<file path="config.mk">
export PLATFORM = sky130hd
export DESIGN_NAME = dma_write_engine
export DESIGN_NICKNAME = d
export VERILOG_FILES = /design/src/rtl/dma_wr_pkg.sv /design/src/rtl/dma_byte_packer.sv /design/src/rtl/dma_watchdog.sv /design/src/rtl/dma_burst_ctrl.sv /design/src/rtl/dma_write_engine.sv
export SDC_FILE = /design/constraint.sdc
export NUM_CORES = 1
export LEC_CHECK = 0
export ABC_AREA = 1
export CAP_MARGIN = 15
export CORE_ASPECT_RATIO = 1.75
export CORE_MARGIN = 10
export CORE_UTILIZATION = 40
export CTS_BUF_LIST = sky130_fd_sc_hd__clkbuf_8
export DETAILED_ROUTE_END_ITERATION = 8
export DONT_BUFFER_PORTS = 1
export HOLD_SLACK_MARGIN = 0.06
export PLACE_DENSITY_LB_ADDON = 0.12
export SETUP_SLACK_MARGIN = 0.2
export SLEW_MARGIN = 10
export SYNTH_ARGS = -nofsm -noshare
export SYNTH_HDL_FRONTEND = slang
export SYNTH_SLANG_ARGS = --single-unit
</file>
<file path="constraint.sdc">
create_clock -name clk -period 2.8 [get_ports clk]
set_clock_uncertainty 0.1 [all_clocks]
set_input_delay 0.28 -clock clk [delete_from_list [all_inputs] [get_ports clk]]
set_output_delay 0.28 -clock clk [all_outputs]
set_load 0.02 [all_outputs]
</file>
<file path="src/rtl/dma_wr_pkg.sv">
package dma_wr_pkg;

  typedef enum logic [2:0] {
    ST_IDLE = 3'd0,
    ST_REQ  = 3'd1,
    ST_XFER = 3'd2,
    ST_REL  = 3'd3,
    ST_FIN  = 3'd4
  } dma_state_e;

  function automatic logic [7:0] flip_bits(input logic [7:0] b);
    logic [7:0] r;
    for (int i = 0; i < 8; i++) r[i] = b[7-i];
    return r;
  endfunction

endpackage

</file>
<file path="src/rtl/dma_byte_packer.sv">
module dma_byte_packer #(
  parameter int DATA_W = 32,
  parameter int CNT_W  = 16
) (
  input  logic                clk,
  input  logic                rst_n,
  input  logic                load_i,
  input  logic [CNT_W-1:0]    count_i,
  input  logic                big_i,
  input  logic                rev_i,
  input  logic [7:0]          byte_i,
  input  logic                valid_i,
  output logic                ready_o,
  output logic [DATA_W-1:0]   word_o,
  output logic [DATA_W/8-1:0] be_o,
  output logic                word_valid_o,
  input  logic                consume_i
);
  import dma_wr_pkg::*;

  localparam int NB = DATA_W / 8;
  localparam int LW = $clog2(NB);

  logic [CNT_W-1:0]  left_q, left_n;
  logic [LW-1:0]     lane_q, lane_n;
  logic [DATA_W-1:0] word_q, word_n;
  logic [NB-1:0]     be_q, be_n;
  logic              wv_q, wv_n;
  logic              big_q, big_n;
  logic              rev_q, rev_n;
  logic              take;
  logic              en;
  logic [LW-1:0]     pos;
  logic [7:0]        placed;

  assign ready_o = !wv_q && (left_q != '0);
  assign take    = valid_i && ready_o;
  assign pos     = big_q ? LW'(NB - 1) - lane_q : lane_q;
  assign placed  = rev_q ? flip_bits(byte_i) : byte_i;
  assign en      = load_i || take || consume_i;

  always_comb begin
    left_n = left_q;
    lane_n = lane_q;
    word_n = word_q;
    be_n   = be_q;
    wv_n   = wv_q;
    big_n  = big_q;
    rev_n  = rev_q;
    if (load_i) begin
      left_n = count_i;
      lane_n = '0;
      word_n = '0;
      be_n   = '0;
      wv_n   = 1'b0;
      big_n  = big_i;
      rev_n  = rev_i;
    end else if (consume_i) begin
      word_n = '0;
      be_n   = '0;
      wv_n   = 1'b0;
    end else if (take) begin
      for (int g = 0; g < NB; g++) begin
        if (pos == LW'(g)) begin
          word_n[8*g +: 8] = placed;
          be_n[g]          = 1'b1;
        end
      end
      left_n = left_q - 1'b1;
      if ((lane_q == LW'(NB - 1)) || (left_q == CNT_W'(1))) begin
        wv_n   = 1'b1;
        lane_n = '0;
      end else begin
        lane_n = lane_q + 1'b1;
      end
    end
  end

  always_ff @(posedge clk or negedge rst_n) begin
    if (!rst_n) begin
      left_q <= '0;
      lane_q <= '0;
      word_q <= '0;
      be_q   <= '0;
      wv_q   <= 1'b0;
      big_q  <= 1'b0;
      rev_q  <= 1'b0;
    end else if (en) begin
      left_q <= left_n;
      lane_q <= lane_n;
      word_q <= word_n;
      be_q   <= be_n;
      wv_q   <= wv_n;
      big_q  <= big_n;
      rev_q  <= rev_n;
    end
  end

  assign word_o       = word_q;
  assign be_o         = be_q;
  assign word_valid_o = wv_q;

endmodule

</file>
<file path="src/rtl/dma_watchdog.sv">
module dma_watchdog #(
  parameter int LIMIT = 256
) (
  input  logic clk,
  input  logic rst_n,
  input  logic arm_i,
  output logic expired_o
);
  localparam int WW = $clog2(LIMIT + 1);

  logic [WW-1:0] cnt_q, cnt_n;

  assign expired_o = arm_i && (cnt_q == WW'(LIMIT - 1));

  always_comb begin
    if (arm_i) cnt_n = cnt_q + 1'b1;
    else       cnt_n = '0;
  end

  always_ff @(posedge clk or negedge rst_n) begin
    if (!rst_n) cnt_q <= '0;
    else        cnt_q <= cnt_n;
  end

endmodule

</file>
<file path="src/rtl/dma_burst_ctrl.sv">
module dma_burst_ctrl #(
  parameter int ADDR_W    = 32,
  parameter int DATA_W    = 32,
  parameter int CNT_W     = 16,
  parameter int BURST_LEN = 4
) (
  input  logic              clk,
  input  logic              rst_n,
  input  logic              start_i,
  input  logic [ADDR_W-1:0] addr_i,
  input  logic [CNT_W-1:0]  count_i,
  input  logic              gnt_i,
  input  logic              ack_i,
  input  logic              word_valid_i,
  input  logic              expired_i,
  output logic              load_o,
  output logic              consume_o,
  output logic              arm_o,
  output logic              req_o,
  output logic              wr_o,
  output logic [ADDR_W-1:0] addr_o,
  output logic              start_ack_o,
  output logic              done_o,
  output logic              timeout_o
);
  import dma_wr_pkg::*;

  localparam int NB  = DATA_W / 8;
  localparam int LW  = $clog2(NB);
  localparam int BCW = $clog2(BURST_LEN + 1);

  dma_state_e        state_q, state_n;
  logic [ADDR_W-1:0] addr_q, addr_n;
  logic [CNT_W-1:0]  words_q, words_n;
  logic [BCW-1:0]    bcnt_q, bcnt_n;
  logic              first_q, first_n;
  logic              err_q, err_n;
  logic              accept;
  logic [CNT_W:0]    round_up;

  assign round_up    = {1'b0, count_i} + (CNT_W+1)'(NB - 1);
  assign wr_o        = (state_q == ST_XFER) && gnt_i && word_valid_i;
  assign accept      = wr_o && ack_i;
  assign consume_o   = accept;
  assign load_o      = (state_q == ST_IDLE) && start_i;
  assign req_o       = (state_q == ST_REQ) || (state_q == ST_XFER);
  assign start_ack_o = (state_q == ST_REQ) && gnt_i && first_q;
  assign arm_o       = ((state_q == ST_REQ) && !gnt_i) || (wr_o && !ack_i);
  assign done_o      = (state_q == ST_FIN);
  assign timeout_o   = (state_q == ST_FIN) && err_q;
  assign addr_o      = addr_q;

  always_comb begin
    state_n = state_q;
    addr_n  = addr_q;
    words_n = words_q;
    bcnt_n  = bcnt_q;
    first_n = first_q;
    err_n   = err_q;
    case (state_q)
      ST_IDLE: begin
        if (start_i) begin
          addr_n  = addr_i;
          words_n = CNT_W'(round_up >> LW);
          err_n   = 1'b0;
          first_n = 1'b1;
          state_n = (count_i == '0) ? ST_FIN : ST_REQ;
        end
      end
      ST_REQ: begin
        if (expired_i) begin
          err_n   = 1'b1;
          state_n = ST_FIN;
        end else if (gnt_i) begin
          bcnt_n  = '0;
          first_n = 1'b0;
          state_n = ST_XFER;
        end
      end
      ST_XFER: begin
        if (expired_i) begin
          err_n   = 1'b1;
          state_n = ST_FIN;
        end else if (accept) begin
          addr_n  = addr_q + ADDR_W'(NB);
          words_n = words_q - 1'b1;
          bcnt_n  = bcnt_q + 1'b1;
          if ((words_q == CNT_W'(1)) || (bcnt_q == BCW'(BURST_LEN - 1)))
            state_n = ST_REL;
        end
      end
      ST_REL:  state_n = (words_q == '0) ? ST_FIN : ST_REQ;
      ST_FIN:  state_n = ST_IDLE;
      default: state_n = ST_IDLE;
    endcase
  end

  always_ff @(posedge clk or negedge rst_n) begin
    if (!rst_n) begin
      state_q <= ST_IDLE;
      addr_q  <= '0;
      words_q <= '0;
      bcnt_q  <= '0;
      first_q <= 1'b0;
      err_q   <= 1'b0;
    end else begin
      state_q <= state_n;
      addr_q  <= addr_n;
      words_q <= words_n;
      bcnt_q  <= bcnt_n;
      first_q <= first_n;
      err_q   <= err_n;
    end
  end

endmodule

</file>
<file path="src/rtl/dma_write_engine.sv">
module dma_write_engine #(
  parameter int DATA_W     = 32,
  parameter int ADDR_W     = 32,
  parameter int CNT_W      = 16,
  parameter int BURST_LEN  = 4,
  parameter int WDOG_LIMIT = 256
) (
  input  logic                clk,
  input  logic                rst_n,
  input  logic                start_i,
  input  logic [ADDR_W-1:0]   start_addr_i,
  input  logic [CNT_W-1:0]    byte_count_i,
  input  logic                cfg_big_endian_i,
  input  logic                cfg_bit_rev_i,
  output logic                start_ack_o,
  output logic                done_o,
  output logic                timeout_o,
  input  logic [7:0]          fifo_data_i,
  input  logic                fifo_valid_i,
  output logic                fifo_ready_o,
  output logic                bus_req_o,
  input  logic                bus_gnt_i,
  output logic [ADDR_W-1:0]   bus_addr_o,
  output logic [DATA_W-1:0]   bus_wdata_o,
  output logic [DATA_W/8-1:0] bus_be_o,
  output logic                bus_wr_o,
  input  logic                bus_ack_i
);

  logic load;
  logic consume;
  logic arm;
  logic expired;
  logic word_valid;

  dma_byte_packer #(
    .DATA_W(DATA_W),
    .CNT_W (CNT_W)
  ) u_pack (
    .clk         (clk),
    .rst_n       (rst_n),
    .load_i      (load),
    .count_i     (byte_count_i),
    .big_i       (cfg_big_endian_i),
    .rev_i       (cfg_bit_rev_i),
    .byte_i      (fifo_data_i),
    .valid_i     (fifo_valid_i),
    .ready_o     (fifo_ready_o),
    .word_o      (bus_wdata_o),
    .be_o        (bus_be_o),
    .word_valid_o(word_valid),
    .consume_i   (consume)
  );

  dma_burst_ctrl #(
    .ADDR_W   (ADDR_W),
    .DATA_W   (DATA_W),
    .CNT_W    (CNT_W),
    .BURST_LEN(BURST_LEN)
  ) u_ctrl (
    .clk         (clk),
    .rst_n       (rst_n),
    .start_i     (start_i),
    .addr_i      (start_addr_i),
    .count_i     (byte_count_i),
    .gnt_i       (bus_gnt_i),
    .ack_i       (bus_ack_i),
    .word_valid_i(word_valid),
    .expired_i   (expired),
    .load_o      (load),
    .consume_o   (consume),
    .arm_o       (arm),
    .req_o       (bus_req_o),
    .wr_o        (bus_wr_o),
    .addr_o      (bus_addr_o),
    .start_ack_o (start_ack_o),
    .done_o      (done_o),
    .timeout_o   (timeout_o)
  );

  dma_watchdog #(
    .LIMIT(WDOG_LIMIT)
  ) u_wdog (
    .clk      (clk),
    .rst_n    (rst_n),
    .arm_i    (arm),
    .expired_o(expired)
  );

endmodule

</file>
**After elaboration in Yosys (flattened, before gate mapping)**

Index checks and enable logic that the tools add are counted.
W data, S select, Z words.

- Register bits: 122
- Input bits: 64
- Output and inout port bits: 74
- Logic and storage cells: 157

- Add/subtract/negate cells: 8
- Eq/ne operators: 22
- Muxes and demuxes: 57
- Reduce and logical (&&, ||, !) cells: 50

Operators by type and width:

| operator | count |
|---|---|
| $mux W32 | 6 |
| $mux W16 | 6 |
| $pmux W32 S2 | 1 |
| $mux W8 | 5 |
| $mux W3 | 12 |
| $add A32 B3 Y32 const B | 1 |
| $eq A16 B1 Y1 const B | 2 |
| $logic_not A16 Y1 | 2 |
| $pmux W16 S2 | 1 |
| $sub A16 B1 Y16 const B | 2 |
| $reduce_and A3 Y1 | 7 |
| $reduce_bool A3 Y1 | 6 |
| $add A16 B2 Y17 const B | 1 |
| $reduce_bool A16 Y1 | 1 |
| $mux W1 | 13 |
| $logic_and A1 B1 Y1 | 12 |
| $mux W4 | 3 |
| $pmux W3 S4 | 1 |
| $reduce_and A4 Y1 | 3 |
| $mux W2 | 5 |
| $ne A2 B2 Y1 const B | 5 |
| $reduce_bool A2 Y1 | 5 |
| $add A9 B1 Y9 const B | 1 |
| $eq A3 B2 Y1 const B | 3 |
| other kinds (20) | 33 |

**Logic depth before layout (Yosys ltp)**

- Depth after elaboration: 8
- Depth in mapped cells: 14
- Gate-level depth less buffers: 14

**Modules after synthesis**

Synthesis repeated with hierarchy kept, for this count alone.

- Cell total of the unflattened synthesis: 1250
- Area, all modules: 8126.5 µm²

By module, submodules not included:

| module | times used | cells each | area each (µm²) | seq. area each (µm²) |
|---|---|---|---|---|
| dma_burst_ctrl | 1 | 770 | 4494.3 | 1401.3 |
| dma_byte_packer | 1 | 424 | 3194.3 | 1426.4 |
| dma_watchdog | 1 | 56 | 437.9 | 225.2 |

**Worst setup path before layout**

OpenSTA, ideal clock, no wires.

- Path kind: register to register
- Start point: reg u_ctrl.state_q[0]
- End point: reg u_ctrl.addr_q[20], in the netlist u_ctrl.addr_o[20]
- Setup time: 117 ps
- Data arrival time: 1543 ps
- Required time: 2583 ps
- Slack: 1040 ps
- Stages on the path, launching flop included: 11
- Path buffers: 2
- Clock period less this slack: 1760 ps
- Cells stage by stage: dfrtp_1 -> inv_2 -> nand3_2 -> nor2_2 -> nand2_2 -> nand2_4 -> buf_6 -> buf_6 -> nand2_1 -> o21ai_1 -> inv_1

- Cells in the longest elaborated chain, start to end: 8
- Elaborated cells on any way between the ends: 16
- Classes of those cells: 5 x eq/ne; 1 x mux; 10 x reduce/logical

Ends and longest elaborated chain:

| item | RTL line | text |
|---|---|---|
| start: declaration | dma_burst_ctrl.sv:32 | `dma_state_e state_q, state_n;` |
| start signal: assignment | dma_burst_ctrl.sv:107 | `state_q <= state_n;` |
| $eq A3 B2 Y1 (*) | dma_burst_ctrl.sv:42 | `assign wr_o = (state_q == ST_XFER) && gnt_i && word_valid_i;` |
| $logic_and A1 B1 Y1 (*) (2 in a row) | dma_burst_ctrl.sv:42 |  |
| net bus_wr_o | dma_write_engine.sv:26 | `output logic bus_wr_o,` |
| $logic_and A1 B1 Y1 | dma_burst_ctrl.sv:48 | `assign arm_o = ((state_q == ST_REQ) && !gnt_i) \|\| (wr_o && !ack_i);` |
| $logic_or A1 B1 Y1 | dma_burst_ctrl.sv:48 |  |
| $logic_and A1 B1 Y1 | dma_watchdog.sv:13 | `assign expired_o = arm_i && (cnt_q == WW'(LIMIT - 1));` |
| $ne A2 B2 Y1 (no source line) | n/a |  |
| $reduce_and A4 Y1 (no source line) (*) | n/a |  |
| end signal: assignment | dma_burst_ctrl.sv:108 | `addr_q <= addr_n;` |
| end: declaration | dma_burst_ctrl.sv:33 | `logic [ADDR_W-1:0] addr_q, addr_n;` |

Mark *: on every way through the listed nets, which the timed path passes. The rest lies on a longest branch.
A chain may end at the register's enable or synchronous reset.

**Worst setup path in the final report**

- Start point: reg u_ctrl.state_q[0]
- End point: reg u_pack.word_q[24], in the netlist u_pack.word_o[24]

- Cells in the longest elaborated chain, start to end: 6
- Elaborated cells on any way between the ends: 13
- Classes of those cells: 1 x eq/ne; 2 x mux; 10 x reduce/logical

Ends and longest elaborated chain:

| item | RTL line | text |
|---|---|---|
| $eq A3 B2 Y1 | dma_burst_ctrl.sv:42 |  |
| $logic_and A1 B1 Y1 (2 in a row) | dma_burst_ctrl.sv:42 |  |
| $logic_and A1 B1 Y1 | dma_burst_ctrl.sv:43 | `assign accept = wr_o && ack_i;` |
| $reduce_bool A3 Y1 (no source line), or another cell as far along | n/a |  |
| $reduce_and A3 Y1 (no source line) / $mux W32 (equally long branches) | n/a |  |
| end signal: assignment | dma_byte_packer.sv:91 | `word_q <= word_n;` |
| end: declaration | dma_byte_packer.sv:26 | `logic [DATA_W-1:0] word_q, word_n;` |

Several ways; a longest one is shown, not always the timed one.

==> metrics.csv <==
stage,metric,value,unit
outcome,status,finished with violations,
outcome,violations,hold timing,
place,pre_cts_ws,0.688,ns
cells_and_area,final_util,47.3,%
synth,yosysWarnings,0,
global_routing,grt_pass1_vias,7742,
pwr,ir_drop,0.000404,V
cells_and_area,final_area,0.00904,mm²
routing,via_per_inst,5.24,
cells_and_area,final_nets,1259,
floorplan,ios,138,
floorplan,fp.dieW,125,µm
place,dpl.hpwl,18200,µm
synth,ys_types,43,
place,io_buffers,0,
synth,synth.ff_latch_count,122,
clock_tree,cts_tree,yes,
worst_setup_path,max_stage_delay,0.56,ns
pwr,power_leakage,4.24,nW
routing,drc_errors,0,
synth,async_flop_share,100,%
cells_and_area,syn_to_final_growth,16.8,%
clock_tree,clk_latency,0.46,ns
global_routing,grt_pass1_wl,40400,µm
floorplan,rows,67,
pwr,p_int,4.76,mW
pwr,p_sw,4.74,mW
routing,dr.pass1.iters,5,
synth,syn-num-nets,1201,
synth,synth_edf_count,0,
place,globalplace.congestion,0.874,
pwr,power_density,1050,mW/mm²
global_routing,grt_max_degree,123,
worst_setup_path,startpoint_type,flip-flop,
sta,whs,-0.597,ns
global_routing,grt_use_total,19.6,%
cells_and_area,layout-drive-gt1-share,7.02,%
cells_and_area,antenna_cells,0,
floorplan,coreArea,0.0191,mm²
clock_tree,cts_setup_buffers,0,
pwr,seqPwrFrac,40.2,%
sta,fmax,0.404,GHz
sta,rsz0062_at_grt,true,
place,placed_area,0.00794,mm²
floorplan,dieArea,0.0255,mm²
worst_setup_path,required,3.04,ns
floorplan,start_util,40.5,%
sta,max_slew_margin,49.2,%
sta,finalCritPeriodShare,88.3,%
worst_setup_path,path_delay_family,buffers and inverters,
global_routing,antenna_found_initial,0,
place,dp_cells,1343,
sta,setup_viol,0,
clock_tree,clockRootBuffer,clkbuf_8,
worst_setup_path,crit_type,reg -> reg,
synth,syn_area,0.00774,mm²
sta,finalSetupTns,0,ns
global_routing,overflow,0,
sta,setup_ws,0.327,ns
run,maxCapViolations,0,
worst_setup_path,path_max_fanout,44,
worst_setup_path,end_kind,flip-flop,
worst_setup_path,path_buf_inv,4,
routing,via_count,7535,
routing,drt-total-wl,25200,µm
synth,syn_inst,1126,
clock_tree,path_clk_slew,0.08,ns
worst_setup_path,worst_ep_arrival_time,2.72,ns
sta,worst_pin_slew,0.757,ns
routing,ant_nets,0,
clock_tree,numCtsBuffers,17,
floorplan,die_h,204,µm
routing,wire_per_inst,17.5,µm
clock_tree,cts.sinks,122,
synth,synth_ff_type,dfrtp_1,
pwr,p_sw_share,49.9,%
clock_tree,cts_max_level,4,
worst_setup_path,worstPathCellList,"inv_2, nand3_2, buf_4, nor3_4, nor2_4, buf_6, o211ai_1, o21ai_0, dlygate4sd3_1",
pwr,p_clk_share,19.1,%
synth,avgSynthCellArea,6.87,µm²
clock_tree,ctsLongestPathBuffers,2,
hold_path,min_path_type,in -> async,
cells_and_area,fillers,2021,
cells_and_area,layout.cells.non_filler,1438,
sta,hold_viol_final,122,
worst_setup_path,worst_path_max_delay_cell,dlygate4sd3_1,
sta,finalCriticalPeriod,2.47,ns
routing,detailedRoute.firstIterationViolations,437,
pwr,power.combinational.fraction,40.6,%
sta,slew_viol_final,0,
synth,synth.yosys.seq_area_share,39.4,%
pwr,power,9.50,mW
[layout make-up]
class	instances	area [µm²]	area share, %
clock buffer	18	248	2.74
clock inverter	14	198	2.19
inverter	116	435	4.82
multi-input combinational	852	4070	45.0
sequential	122	3050	33.8
tap	241	302	3.33
timing repair buffer	75	737	8.15
[placed cells by master (no fill, tap or decap), drive strengths merged, types with 11 or more instances in the layout]
cell type	instances
nand3	128
nand4	17
o21ai	92
a21oi	28
buf	12
nand2	356
dfrtp	122
ha	11
inv	118
nor2	148
clkbuf	18
dlygate4sd3	63
nor3	12
[cell families (layout without fill, tap and decap cells)]
logic type	after synthesis	in the layout	synth area share [%]
adder cells (fa/ha/maj)	11	11	1.78
flip-flops	122	122	39.4
AO/OA/AOI/OAI	153	153	10.9
buffers and inverters	152	223	8.36
AND/OR/NAND/NOR	675	675	38.0
XOR/XNOR	11	11	1.24
multiplexers	2	2	0.291
[flip-flops by register name, summed over array words and instances, names as in the netlist]
name and flops:
u_ctrl.state_q 3, u_pack.rev_q 1, u_ctrl.first_q 1, u_pack.big_q 1, u_pack.word_valid_o 1, u_ctrl.bcnt_q 3, u_pack.word_o 32, u_pack.lane_q 2
u_pack.be_o 4, u_ctrl.addr_o 32, u_ctrl.err_q 1, u_ctrl.words_q 16, u_wdog.cnt_q 9, u_pack.left_q 16
[path summary, 6_finish.rpt]
kind,cells after the start,to,slack [ns],from
max,9,u_pack.word_o[24]$_DFFE_PN0P_,0.33,u_ctrl.state_q[0]$_DFFE_PN0P_
min,0,u_pack.word_o[6]$_DFFE_PN0P_,-0.60,rst_n
max reg2reg,9,u_pack.word_o[24]$_DFFE_PN0P_,0.33,u_ctrl.state_q[0]$_DFFE_PN0P_
min reg2reg,2,u_ctrl.first_q$_DFFE_PN0P_,0.38,u_ctrl.first_q$_DFFE_PN0P_
max in group asynchronous,0,u_ctrl.words_q[7]$_DFFE_PN0P_,3.01,rst_n
min in group clk,7,u_ctrl.words_q[12]$_DFFE_PN0P_,0.08,byte_count_i[14]
[power by group through the flow]
stage | Sequential [mW] | Combinational [mW] | Clock [mW]
2_1_floorplan | 3.52 | 3.01 | 0
3_3_place_gp | 3.87 | 3.71 | 0
4_1_cts | 3.85 | 3.86 | 1.85
3_5_place_dp | 3.88 | 3.75 | 0
5_1_grt | 3.95 | 4.46 | 1.91
6_report | 3.82 | 3.86 | 1.82
[what timing repair did]
item	4_1_cts	5_1_grt
hold endpoints to repair	210	125
resized for setup	0	4
hold buffers	62	1
setup endpoints to repair	0	2
[synth_stat cells, types with 3 or more instances]
cell type,instances,area [µm²]
nand2_1,349,1310
nor2_1,138,518
nand3_1,125,626
dfrtp_1,122,3050
inv_1,111,417
o21ai_0,82,410
a21oi_1,28,140
buf_2,13,65.1
nand4_1,13,81.3
ha_1,11,138
nor3_1,10,50.1
o21ai_1,10,50.1
o211ai_1,9,67.6
xor2_1,9,78.8
clkbuf_1,8,30.0
a31oi_1,7,43.8
o21a_1,7,52.6
buf_4,6,45.0
buf_6,5,56.3
inv_2,5,18.8
nand2_2,5,31.3
nor2_2,5,31.3
nor2_4,5,56.3
or2_2,5,31.3
and2_1,4,25.0
buf_1,4,15.0
nand4_2,4,50.1
o21bai_1,3,22.5
[per-layer routing]
layer / share of wire [%] / vias to the layer above / GRT usage, %
met4: 4.1 / 0 / 9.95
met1: 36 / 3513 / 19.2
met3: 4.9 / 65 / 4.80
met2: 55 / 199 / 37.0
met5: 0 / - / 0
li1: - / 3758 / -
[worst register-to-register path, stage by stage (launching register included)]
cell	delay (ns)
dfrtp_1	0.42
inv_2	0.11
nand3_2	0.11
buf_4	0.22
nor3_4	0.25
nor2_4	0.05
buf_6	0.20
o211ai_1	0.22
o21ai_0	0.11
dlygate4sd3_1	0.56
Power figures use the tool's default switching activity.
